File: src/rtl/i2ct_pkg.sv
package i2ct_pkg;
  localparam int WORD_W = 32;
  localparam int ENT_W  = 16;
  localparam int BYTE_W = 8;
  localparam int CNT_W  = 9;

  localparam logic [2:0] OP_START = 3'd1;
  localparam logic [2:0] OP_WRITE = 3'd2;
  localparam logic [2:0] OP_WSTOP = 3'd3;
  localparam logic [2:0] OP_READ  = 3'd4;

  typedef enum logic [1:0] {BIT_START = 2'd0, BIT_STOP = 2'd1,
                            BIT_WR = 2'd2, BIT_RD = 2'd3} bitop_e;

  function automatic logic [2:0] ent_op(input logic [ENT_W-1:0] e);
    return e[10:8];
  endfunction

  function automatic logic [BYTE_W-1:0] ent_byte(input logic [ENT_W-1:0] e);
    return e[7:0];
  endfunction

  // a zero count stands for the full 256 bytes
  function automatic logic [CNT_W-1:0] rd_count(input logic [BYTE_W-1:0] p);
    return (p == '0) ? CNT_W'(256) : {1'b0, p};
  endfunction

  function automatic logic [ENT_W-1:0] rx_entry(input logic [BYTE_W-1:0] b);
    return {5'b0, OP_READ, b};
  endfunction
endpackage

File: src/rtl/i2ct_unpack.sv
module i2ct_unpack
  import i2ct_pkg::*;
(
  input  logic              clk,
  input  logic              rst_n,
  input  logic [WORD_W-1:0] cmd_word,
  input  logic              cmd_valid,
  output logic              cmd_ready,
  input  logic              ent_take,
  output logic              ent_valid,
  output logic [ENT_W-1:0]  ent
);
  logic [WORD_W-1:0] word_q;
  logic              full_q, hi_q;

  assign cmd_ready = !full_q;
  assign ent_valid = full_q;
  assign ent       = hi_q ? word_q[WORD_W-1:ENT_W] : word_q[ENT_W-1:0];

  always_ff @(posedge clk or negedge rst_n) begin
    if (!rst_n) begin
      word_q <= '0;
      full_q <= 1'b0;
      hi_q   <= 1'b0;
    end else if (cmd_valid && cmd_ready) begin
      word_q <= cmd_word;
      full_q <= 1'b1;
      hi_q   <= 1'b0;
    end else if (ent_take) begin
      if (hi_q) begin
        full_q <= 1'b0;
        hi_q   <= 1'b0;
      end else begin
        hi_q <= 1'b1;
      end
    end
  end

  // a loaded word is presented low entry first and blocks the next load
  p_load_low_first_r1: assert property (@(posedge clk) disable iff (!rst_n)
    (cmd_valid && cmd_ready) |=> (ent_valid && !cmd_ready && ent == $past(cmd_word[ENT_W-1:0])));
endmodule

File: src/rtl/i2ct_rx_pack.sv
module i2ct_rx_pack
  import i2ct_pkg::*;
(
  input  logic              clk,
  input  logic              rst_n,
  input  logic              byte_stb,
  input  logic [BYTE_W-1:0] byte_in,
  input  logic              byte_last,
  output logic [WORD_W-1:0] rx_word,
  output logic              rx_push
);
  logic [ENT_W-1:0] low_q;
  logic             have_low_q;

  always_ff @(posedge clk or negedge rst_n) begin
    if (!rst_n) begin
      low_q      <= '0;
      have_low_q <= 1'b0;
      rx_word    <= '0;
      rx_push    <= 1'b0;
    end else begin
      rx_push <= 1'b0;
      if (byte_stb) begin
        if (have_low_q) begin
          rx_word    <= {rx_entry(byte_in), low_q};
          rx_push    <= 1'b1;
          have_low_q <= 1'b0;
        end else if (byte_last) begin
          rx_word <= {{ENT_W{1'b0}}, rx_entry(byte_in)};
          rx_push <= 1'b1;
        end else begin
          low_q      <= rx_entry(byte_in);
          have_low_q <= 1'b1;
        end
      end
    end
  end

  // a push is a single-cycle strobe
  p_push_pulse_r6: assert property (@(posedge clk) disable iff (!rst_n)
    rx_push |=> !rx_push);
  // the final byte of a read never stays parked in the low half
  p_flush_last_r6: assert property (@(posedge clk) disable iff (!rst_n)
    (byte_stb && byte_last) |=> (rx_push && !have_low_q));
endmodule

File: src/rtl/i2ct_seq.sv
module i2ct_seq
  import i2ct_pkg::*;
(
  input  logic              clk,
  input  logic              rst_n,
  input  logic              ent_valid,
  input  logic [ENT_W-1:0]  ent,
  output logic              ent_take,
  output logic              bit_req,
  output bitop_e            bit_cmd,
  output logic              bit_tx,
  input  logic              bit_done,
  input  logic              bit_rx,
  output logic              byte_stb,
  output logic [BYTE_W-1:0] byte_out,
  output logic              byte_last,
  output logic              nack_err,
  output logic              bus_busy
);
  typedef enum logic [2:0] {S_FETCH, S_START, S_WBIT, S_WACK,
                            S_RBIT, S_MACK, S_STOP} st_e;
  st_e               st;
  logic [BYTE_W-1:0] sh;
  logic [2:0]        bcnt;
  logic [CNT_W-1:0]  rem;
  logic              stop_after, skip;
  logic [2:0]        op;
  logic              last_byte;

  assign op        = ent_op(ent);
  assign last_byte = (rem == CNT_W'(1));
  assign ent_take  = (st == S_FETCH) && ent_valid;
  assign bit_req   = (st != S_FETCH);
  assign byte_stb  = (st == S_MACK) && bit_done;
  assign byte_out  = sh;
  assign byte_last = last_byte;

  always_comb begin
    bit_cmd = BIT_START;
    bit_tx  = 1'b0;
    case (st)
      S_STOP:  bit_cmd = BIT_STOP;
      S_WBIT:  begin bit_cmd = BIT_WR; bit_tx = sh[BYTE_W-1]; end
      S_WACK:  bit_cmd = BIT_RD;
      S_RBIT:  bit_cmd = BIT_RD;
      S_MACK:  begin bit_cmd = BIT_WR; bit_tx = last_byte; end
      default: bit_cmd = BIT_START;
    endcase
  end

  always_ff @(posedge clk or negedge rst_n) begin
    if (!rst_n) begin
      st <= S_FETCH; sh <= '0; bcnt <= '0; rem <= '0;
      stop_after <= 1'b0; skip <= 1'b0; nack_err <= 1'b0; bus_busy <= 1'b0;
    end else begin
      case (st)
        S_FETCH: if (ent_valid) begin
          if (op == OP_START) begin
            sh <= ent_byte(ent); nack_err <= 1'b0; skip <= 1'b0;
            stop_after <= 1'b0; st <= S_START;
          end else if ((op == OP_WRITE || op == OP_WSTOP) && !skip) begin
            sh <= ent_byte(ent); stop_after <= (op == OP_WSTOP);
            bcnt <= 3'd7; st <= S_WBIT;
          end else if (op == OP_READ && !skip) begin
            rem <= rd_count(ent_byte(ent)); bcnt <= 3'd7; st <= S_RBIT;
          end
        end
        S_START: if (bit_done) begin
          bus_busy <= 1'b1; bcnt <= 3'd7; st <= S_WBIT;
        end
        S_WBIT: if (bit_done) begin
          sh <= {sh[BYTE_W-2:0], 1'b0};
          if (bcnt == 3'd0) st <= S_WACK;
          else bcnt <= bcnt - 3'd1;
        end
        S_WACK: if (bit_done) begin
          if (bit_rx) begin
            nack_err <= 1'b1; skip <= 1'b1; st <= S_STOP;
          end else begin
            st <= stop_after ? S_STOP : S_FETCH;
          end
        end
        S_RBIT: if (bit_done) begin
          sh <= {sh[BYTE_W-2:0], bit_rx};
          if (bcnt == 3'd0) st <= S_MACK;
          else bcnt <= bcnt - 3'd1;
        end
        S_MACK: if (bit_done) begin
          rem <= rem - CNT_W'(1);
          bcnt <= 3'd7;
          st <= last_byte ? S_STOP : S_RBIT;
        end
        S_STOP: if (bit_done) begin
          bus_busy <= 1'b0; st <= S_FETCH;
        end
        default: st <= S_FETCH;
      endcase
    end
  end

  // a pending request holds its code until the engine finishes
  p_req_hold_r10: assert property (@(posedge clk) disable iff (!rst_n)
    (bit_req && !bit_done) |=> (bit_req && $stable(bit_cmd)));
  // busy follows start and stop completion
  p_busy_set_r8: assert property (@(posedge clk) disable iff (!rst_n)
    (bit_req && bit_done && bit_cmd == BIT_START) |=> bus_busy);
  p_busy_clr_r8: assert property (@(posedge clk) disable iff (!rst_n)
    (bit_req && bit_done && bit_cmd == BIT_STOP) |=> !bus_busy);
  // a NACKed acknowledge raises the flag and heads for a stop
  p_nack_stop_r7: assert property (@(posedge clk) disable iff (!rst_n)
    (st == S_WACK && bit_done && bit_rx) |=> (nack_err && bit_cmd == BIT_STOP));
  // the last received byte is followed by a stop
  p_last_then_stop_r5: assert property (@(posedge clk) disable iff (!rst_n)
    (byte_stb && byte_last) |=> (bit_req && bit_cmd == BIT_STOP));
endmodule

File: src/rtl/i2ct_cmd_engine.sv
module i2ct_cmd_engine
  import i2ct_pkg::*;
(
  input  logic        clk,
  input  logic        rst_n,
  input  logic [31:0] cmd_word,
  input  logic        cmd_valid,
  output logic        cmd_ready,
  output logic        bit_req,
  output logic [1:0]  bit_cmd,
  output logic        bit_tx,
  input  logic        bit_done,
  input  logic        bit_rx,
  output logic [31:0] rx_word,
  output logic        rx_push,
  output logic        nack_err,
  output logic        bus_busy
);
  logic              ent_valid, ent_take;
  logic [ENT_W-1:0]  ent;
  bitop_e            cmd_e;
  logic              byte_stb, byte_last;
  logic [BYTE_W-1:0] byte_val;

  assign bit_cmd = cmd_e;

  i2ct_unpack u_unpack (
    .clk(clk), .rst_n(rst_n), .cmd_word(cmd_word), .cmd_valid(cmd_valid),
    .cmd_ready(cmd_ready), .ent_take(ent_take), .ent_valid(ent_valid), .ent(ent)
  );

  i2ct_seq u_seq (
    .clk(clk), .rst_n(rst_n), .ent_valid(ent_valid), .ent(ent), .ent_take(ent_take),
    .bit_req(bit_req), .bit_cmd(cmd_e), .bit_tx(bit_tx), .bit_done(bit_done),
    .bit_rx(bit_rx), .byte_stb(byte_stb), .byte_out(byte_val), .byte_last(byte_last),
    .nack_err(nack_err), .bus_busy(bus_busy)
  );

  i2ct_rx_pack u_pack (
    .clk(clk), .rst_n(rst_n), .byte_stb(byte_stb), .byte_in(byte_val),
    .byte_last(byte_last), .rx_word(rx_word), .rx_push(rx_push)
  );
endmodule

File: config.mk
export PLATFORM = sky130hd
export DESIGN_NAME = i2ct_cmd_engine
export DESIGN_NICKNAME = d
export VERILOG_FILES = /design/src/rtl/i2ct_pkg.sv /design/src/rtl/i2ct_unpack.sv /design/src/rtl/i2ct_rx_pack.sv /design/src/rtl/i2ct_seq.sv /design/src/rtl/i2ct_cmd_engine.sv
export SDC_FILE = /design/constraint.sdc
export NUM_CORES = 1
export LEC_CHECK = 0
export ABC_AREA = 1
export BUFFER_PORTS_ARGS = -buffer_cell sky130_fd_sc_hd__buf_2
export CAP_MARGIN = 20
export CORE_MARGIN = 10
export CORE_UTILIZATION = 40
export DETAILED_ROUTE_END_ITERATION = 16
export PLACE_DENSITY_LB_ADDON = 0.12
export SKIP_LAST_GASP = 1
export SYNTH_ARGS = -nofsm -noshare
export SYNTH_HDL_FRONTEND = slang
export SYNTH_HIERARCHICAL = 1
export SYNTH_SLANG_ARGS = --single-unit
File: constraint.sdc
create_clock -name clk -period 3.4 [get_ports clk]
set_input_delay 0.68 -clock clk [delete_from_list [all_inputs] [get_ports clk]]
set_output_delay 0.68 -clock clk [all_outputs]
set_load 0.02 [all_outputs]
==> out/summary.txt, run 1 <==
initial core utilization - 0.409
CP endpoint kind - primary output
Worst-Margin Slew - 0.730 ns
final WL - 10400 um
worst hold path class - in2async
H-tree depth - 3
number of global-route vias before repair - 3704
leakage - 0.00271 uW
Routed Antenna Nets - 0
# fillers - 1149
cts hold-fix bufs - 0
utilization after layout - 0.449
Final Critical Period - 2.68 ns
cell count after synthesis - 595
GRT Total Usage - 0.134
Area growth syn-to-layout - 9.80%
Slew Viols, Final - 0
Nets - 674
GRT overflow - 0
startpoint types - flop
RSZ-0062 raised after global routing - false
DRT Pass-1 Iters - 4
Peak Freq - 0.374 GHz
peak supply drop - 0.339 mV
Setup Viol. Count Final - 0
Final period util - 0.787
DR DRC count - 0
Die ar. - 0.0157 sq mm
row cnt - 38
P per Cell Area - 993 mW/mm^2
DP Wirelength - 7520 um
Worst EP arrival - 2.00 ns
largest net degree at the start of global routing - 80
n_diodes - 0
Rel. slew slack - 0.513
syn_area_per_cell - 7.45 sq um
CTS-repair resized insts - 0
Initial DRC Count - 244
CTS max path bufs - 2
Avg Vias per Cell - 4.74
share of layout cells above drive strength 1 - 0.149
dpl cells - 761
clk_lat worst skew - 0.34 ns
Core Footprint - 0.0108 sq mm
Synth Warn # - 6
CTS Buf Count - 9
status - complete, no violations
GPL Wtd Cong - 0.839
port bufs - 52
postcts setup bufs - 0
clock sink count - 79
worst hold-check slack - 0.259 ns
# IOs - 77
first-pass GRT wire length - 17600 um
Die X-Extent - 125 um
CTS tree - done
Die H - 125 um
CP required - 2.72 ns
antenna violations before repair - 0
Clock Tree Root - clkbuf_8
crit path max fanout - 13
Max Cap Viol - 0
Clock transition at path regs - 0.08 ns
Clock Skew - 0.00748 ns
DR vias - 3689
setup total negative slack - 0 ns
routed len/inst - 13.3 um
Post-Syn Area - 0.00443 sq mm
WS Path Type - reg2out
final hold viol count - 0
post-route insts no fill - 778
[final cells by class]
| type | instances | area, sq um | share of cell area |
|---|---|---|---|
| Multi-Input combinational cell | 440 | 1980 | 0.406 |
| Clock inverter | 6 | 116 | 0.0239 |
| Sequential cell | 79 | 1980 | 0.406 |
| Timing Repair Buffer | 53 | 290 | 0.0597 |
| Clock buffer | 10 | 128 | 0.0262 |
| Tap cell | 140 | 175 | 0.0360 |
| Inverter | 50 | 201 | 0.0414 |
[path summary, 6_finish.rpt]
path                                                 to  slack [ns]  cells after the start                    startpoint
hold / removal                 u_seq/rem[2]$_DFFE_PN0P_        0.26                      1                         rst_n
setup / recovery                             bit_cmd[1]        0.72                      6       u_seq/st[2]$_DFFE_PN0P_
min in group clk           u_pack/low_q[10]$_DFFE_PN0P_        0.46                      2  u_pack/low_q[10]$_DFFE_PN0P_
setup reg to reg               u_seq/rem[6]$_DFFE_PN0P_        1.10                      9     u_unpack/hi_q$_DFFE_PN0P_
hold reg to reg            u_pack/low_q[10]$_DFFE_PN0P_        0.46                      2  u_pack/low_q[10]$_DFFE_PN0P_
max in group asynchronous       u_seq/st[0]$_DFFE_PN0P_        2.57                      2                         rst_n
[registers in the layout, summed over array words and instances, names as in the netlist]
| signal | flops |
|---|---|
| u_pack/low_q | 9 |
| u_unpack/hi_q | 1 |
| u_seq/skip | 1 |
| u_seq/rem | 9 |
| u_unpack/ent_valid | 1 |
| u_seq/stop_after | 1 |
| u_pack/rx_push | 1 |
| u_seq/bus_busy | 1 |
| u_seq/byte_out | 8 |
| u_seq/st | 3 |
| u_pack/rx_word | 18 |
| u_seq/bcnt | 3 |
| u_pack/have_low_q | 1 |
| u_unpack/word_q | 22 |
[critical path: stages, from the launching register on]
cell,delay [ns]
dfrtp_1,0.62
inv_2,0.15
nand3_2,0.12
nand2_2,0.19
inv_2,0.24
nand3_1,0.14
buf_2,0.19
[report_power, final]
| group | switching, uW | internal [uW] |
|---|---|---|
| Clock | 362 | 494 |
| Combinational | 1510 | 745 |
| Sequential | 378 | 1350 |
| Total | 2250 | 2580 |
[routing by layer]
metal / wire (um) / vias up / global-route usage
li1: - / 1917 / -
met1: 4920 / 1702 / 0.165
met2: 4870 / 66 / 0.218
met3: 510 / 4 / 0.0410
met4: 68 / 0 / 0.0420
met5: 0 / - / 0
[per-stage QoR]
step / worst slack, ns / area, sq um / power, uW
after CTS: 0.696 / 4840 / 4890
after global placement: 1.12 / 4590 / 3960
after global routing: 0.574 / 4860 / 5310
after detailed placement: 1.11 / 4590 / 4010
after floorplan: 1.55 / 4480 / 3560
final: 0.725 / 4860 / 4830
[cell usage in the layout, fill, tap and decap left out, types with 2 or more instances in the layout]
cell type,count
nor2_1,35
nand3_1,56
nand2_1,260
buf_2,51
nand4_1,4
a21oi_1,6
ha_1,4
dfrtp_1,79
nand2_2,6
clkbuf_8,9
inv_2,3
bufinv_16,3
nor2_4,4
nand3_2,3
conb_1,14
o22ai_1,2
o21ai_1,11
o21ai_0,21
clkinv_4,4
nor3_1,3
inv_1,42
No activity file was read; power rests on OpenSTA's default activity.
==> run 2: changes to the inputs <==
ABC_AREA = 0   (was 1)
clock period = 2.43 ns   (was 3.4 ns; I/O delays follow)
==> out/summary.txt, run 2 <==
Peak Freq - 0.433 GHz
Clock Tree Root - clkbuf_8 (unchanged)
startpoint types - flop (unchanged)
worst path cell trace - nor4_1 -> nand4_1 -> o21ai_1 -> buf_2 (was inv_2 -> nand3_2 -> nand2_2 -> inv_2 -> nand3_1 -> buf_2)
DR vias - 2895 (was 3689)
Final period util - 0.950
Post-Syn Area - 0.00421 sq mm (was 0.00443 sq mm)
status - complete, no violations (unchanged)
leakage - 0.00220 uW (was 0.00271 uW)
clk_lat worst skew - 0.35 ns (was 0.34 ns)
Worst-Margin Slew - 0.523 ns (was 0.730 ns)
Rel. slew slack - 0.651 (was 0.513)
Setup Viol. Count Final - 0 (unchanged)
number of global-route vias before repair - 2947 (was 3704)
Avg Vias per Cell - 5.13 (was 4.74)
commonest non-fill, non-tap cells in the layout - dfrtp_1 (79), buf_2 (51), mux2_4 (29) (was nand2_1 (260), dfrtp_1 (79), nand3_1 (56))
P per Cell Area - 1250 mW/mm^2 (was 993 mW/mm^2)
antenna violations before repair - 0 (unchanged)
max incr delay on CP - 0.41 ns (was 0.62 ns)
n_diodes - 0 (unchanged)
CTS max path bufs - 2 (unchanged)
commonest non-fill, non-tap cell in the layout - dfrtp_1 (was nand2_1)
dpl cells - 548 (was 761)
syn_area_per_cell - 11.4 sq um (was 7.45 sq um)
Die X-Extent - 123 um (was 125 um)
Routed Antenna Nets - 0 (unchanged)
row cnt - 37 (was 38)
Clock Skew - 0.00909 ns (was 0.00748 ns)
Area after DPL - 0.00450 sq mm (was 0.00459 sq mm)
Worst EP arrival - 1.82 ns (was 2.00 ns)
post-route insts no fill - 564 (was 778)
initial core utilization - 0.409 (about the same)
Core Footprint - 0.0103 sq mm (was 0.0108 sq mm)
# IOs - 77 (unchanged)
setup total negative slack - 0 ns (unchanged)
Largest regs - u_unpack/word_q x22, u_pack/rx_word x18 (unchanged)
cell count after synthesis - 370 (was 595)
CP endpoint kind - primary output (unchanged)
DR DRC count - 0 (unchanged)
cts hold-fix bufs - 0 (unchanged)
final hold viol count - 0 (unchanged)
DRT Pass-1 Iters - 5 (was 4)
routed len/inst - 16.6 um (was 13.3 um)
CP required - 1.94 ns (was 2.72 ns)
CTS Buf Count - 9 (unchanged)
GRT Total Usage - 0.128 (was 0.134)
first-pass GRT wire length - 15500 um (was 17600 um)
RSZ-0062 raised after global routing - false (unchanged)
postcts setup bufs - 0 (unchanged)
Area growth syn-to-layout - 11.2% (was 9.80%)
crit path max fanout - 4 (was 13)
Synth Warn # - 6 (unchanged)
Clock transition at path regs - 0.08 ns (about the same)
GPL Wtd Cong - 0.814 (was 0.839)
GRT overflow - 0 (unchanged)
max FFs per register - 22 (unchanged)
slowest CP cell - dfrtp_1 (unchanged)
share of layout cells above drive strength 1 - 0.322 (was 0.149)
Die H - 123 um (was 125 um)
Die ar. - 0.0150 sq mm (was 0.0157 sq mm)
worst hold path class - in2async (unchanged)
Final Critical Period - 2.31 ns
largest net degree at the start of global routing - 48 (was 80)
Nets - 464 (was 674)
peak supply drop - 0.425 mV (was 0.339 mV)
H-tree depth - 3 (unchanged)
CTS tree - done (unchanged)
cell area after layout - 0.00468 sq mm (was 0.00486 sq mm)
Slew Viols, Final - 0 (unchanged)
Max Cap Viol - 0 (unchanged)
WS Path Type - reg2out (unchanged)
DP Wirelength - 6730 um (was 7520 um)
final WL - 9340 um (was 10400 um)
Initial DRC Count - 220 (was 244)
most flop-heavy register - u_unpack/word_q (unchanged)
port bufs - 52 (unchanged)
clock sink count - 79 (unchanged)
## run 2: final timing paths
kind / from / end / slack, ns / depth (start not counted)
max in group asynchronous: rst_n / u_seq/rem[8]$_DFFE_PN0P_ / 1.75 / 2
setup reg to reg: u_unpack/hi_q$_DFFE_PN0P_ / u_seq/st[0]$_DFFE_PN0P_ / 0.17 / 5
setup / recovery: u_seq/rem[6]$_DFFE_PN0P_ / bit_tx / 0.12 / 4
hold / removal: rst_n / u_pack/rx_word[17]$_DFFE_PN0P_ / 0.07 / 1
min in group clk: cmd_word[10] / u_unpack/word_q[10]$_DFFE_PN0P_ / 0.36 / 2
hold reg to reg: u_pack/low_q[10]$_DFFE_PN0P_ / u_pack/low_q[10]$_DFFE_PN0P_ / 0.48 / 1
## run 2: layer usage
metal | wire length [um] | share of wire | global-route usage | vias to the layer above
met4 | 144 | 0.015 | 0.0508 | 0
met2 | 4130 | 0.44 | 0.190 | 63
met3 | 436 | 0.047 | 0.0285 | 12
met1 | 4630 | 0.50 | 0.177 | 1408
li1 | - | - | - | 1412
met5 | 0 | 0 | 0 | -
## run 2: report_power, final
part	total (uW)	internal (uW)	switching (uW)
logic	2600	1270	1340
clock network	898	425	473
registers	2350	1870	484
total	5850	3560	2290
## run 2: repair_timing
item,4_1_cts,5_1_grt
endpoints found under the setup margin,1,0
endpoints found under the hold margin,0,0
gates resized for setup,1,0
## run 2: stage by stage
stage | setup WS, ns | util | total power [uW] | hold WS (ns)
after CTS | 0.0633 | 0.455 | 5920 | 0.0825
after global routing | 0.0418 | 0.455 | 6290 | 0.0926
final | 0.122 | 0.455 | 5850 | 0.0707
after global placement | 0.217 | 0.438 | 4940 | 0.456
after floorplan | 0.0774 | - | 4300 | 0.190
after detailed placement | 0.171 | 0.438 | 5000 | 0.465
## run 2: cell type report
type                            count  area, sq um
Tap cell                          136          170
Multi-Input combinational cell    254         1940
Clock inverter                      3         17.5
Timing Repair Buffer               64          365
Inverter                           15         56.3
Clock buffer                       13          159
Fill cell                        1026         5600
Sequential cell                    79         1980
## run 2: worst max-delay path: cells and delay by family, from the launching register on
kind                   cells  cell delay, ns
buffers and inverters      1            0.20
DFF                        1            0.41
AOI/OAI and AO/OA          1            0.24
and+or+nand+nor            2            0.63
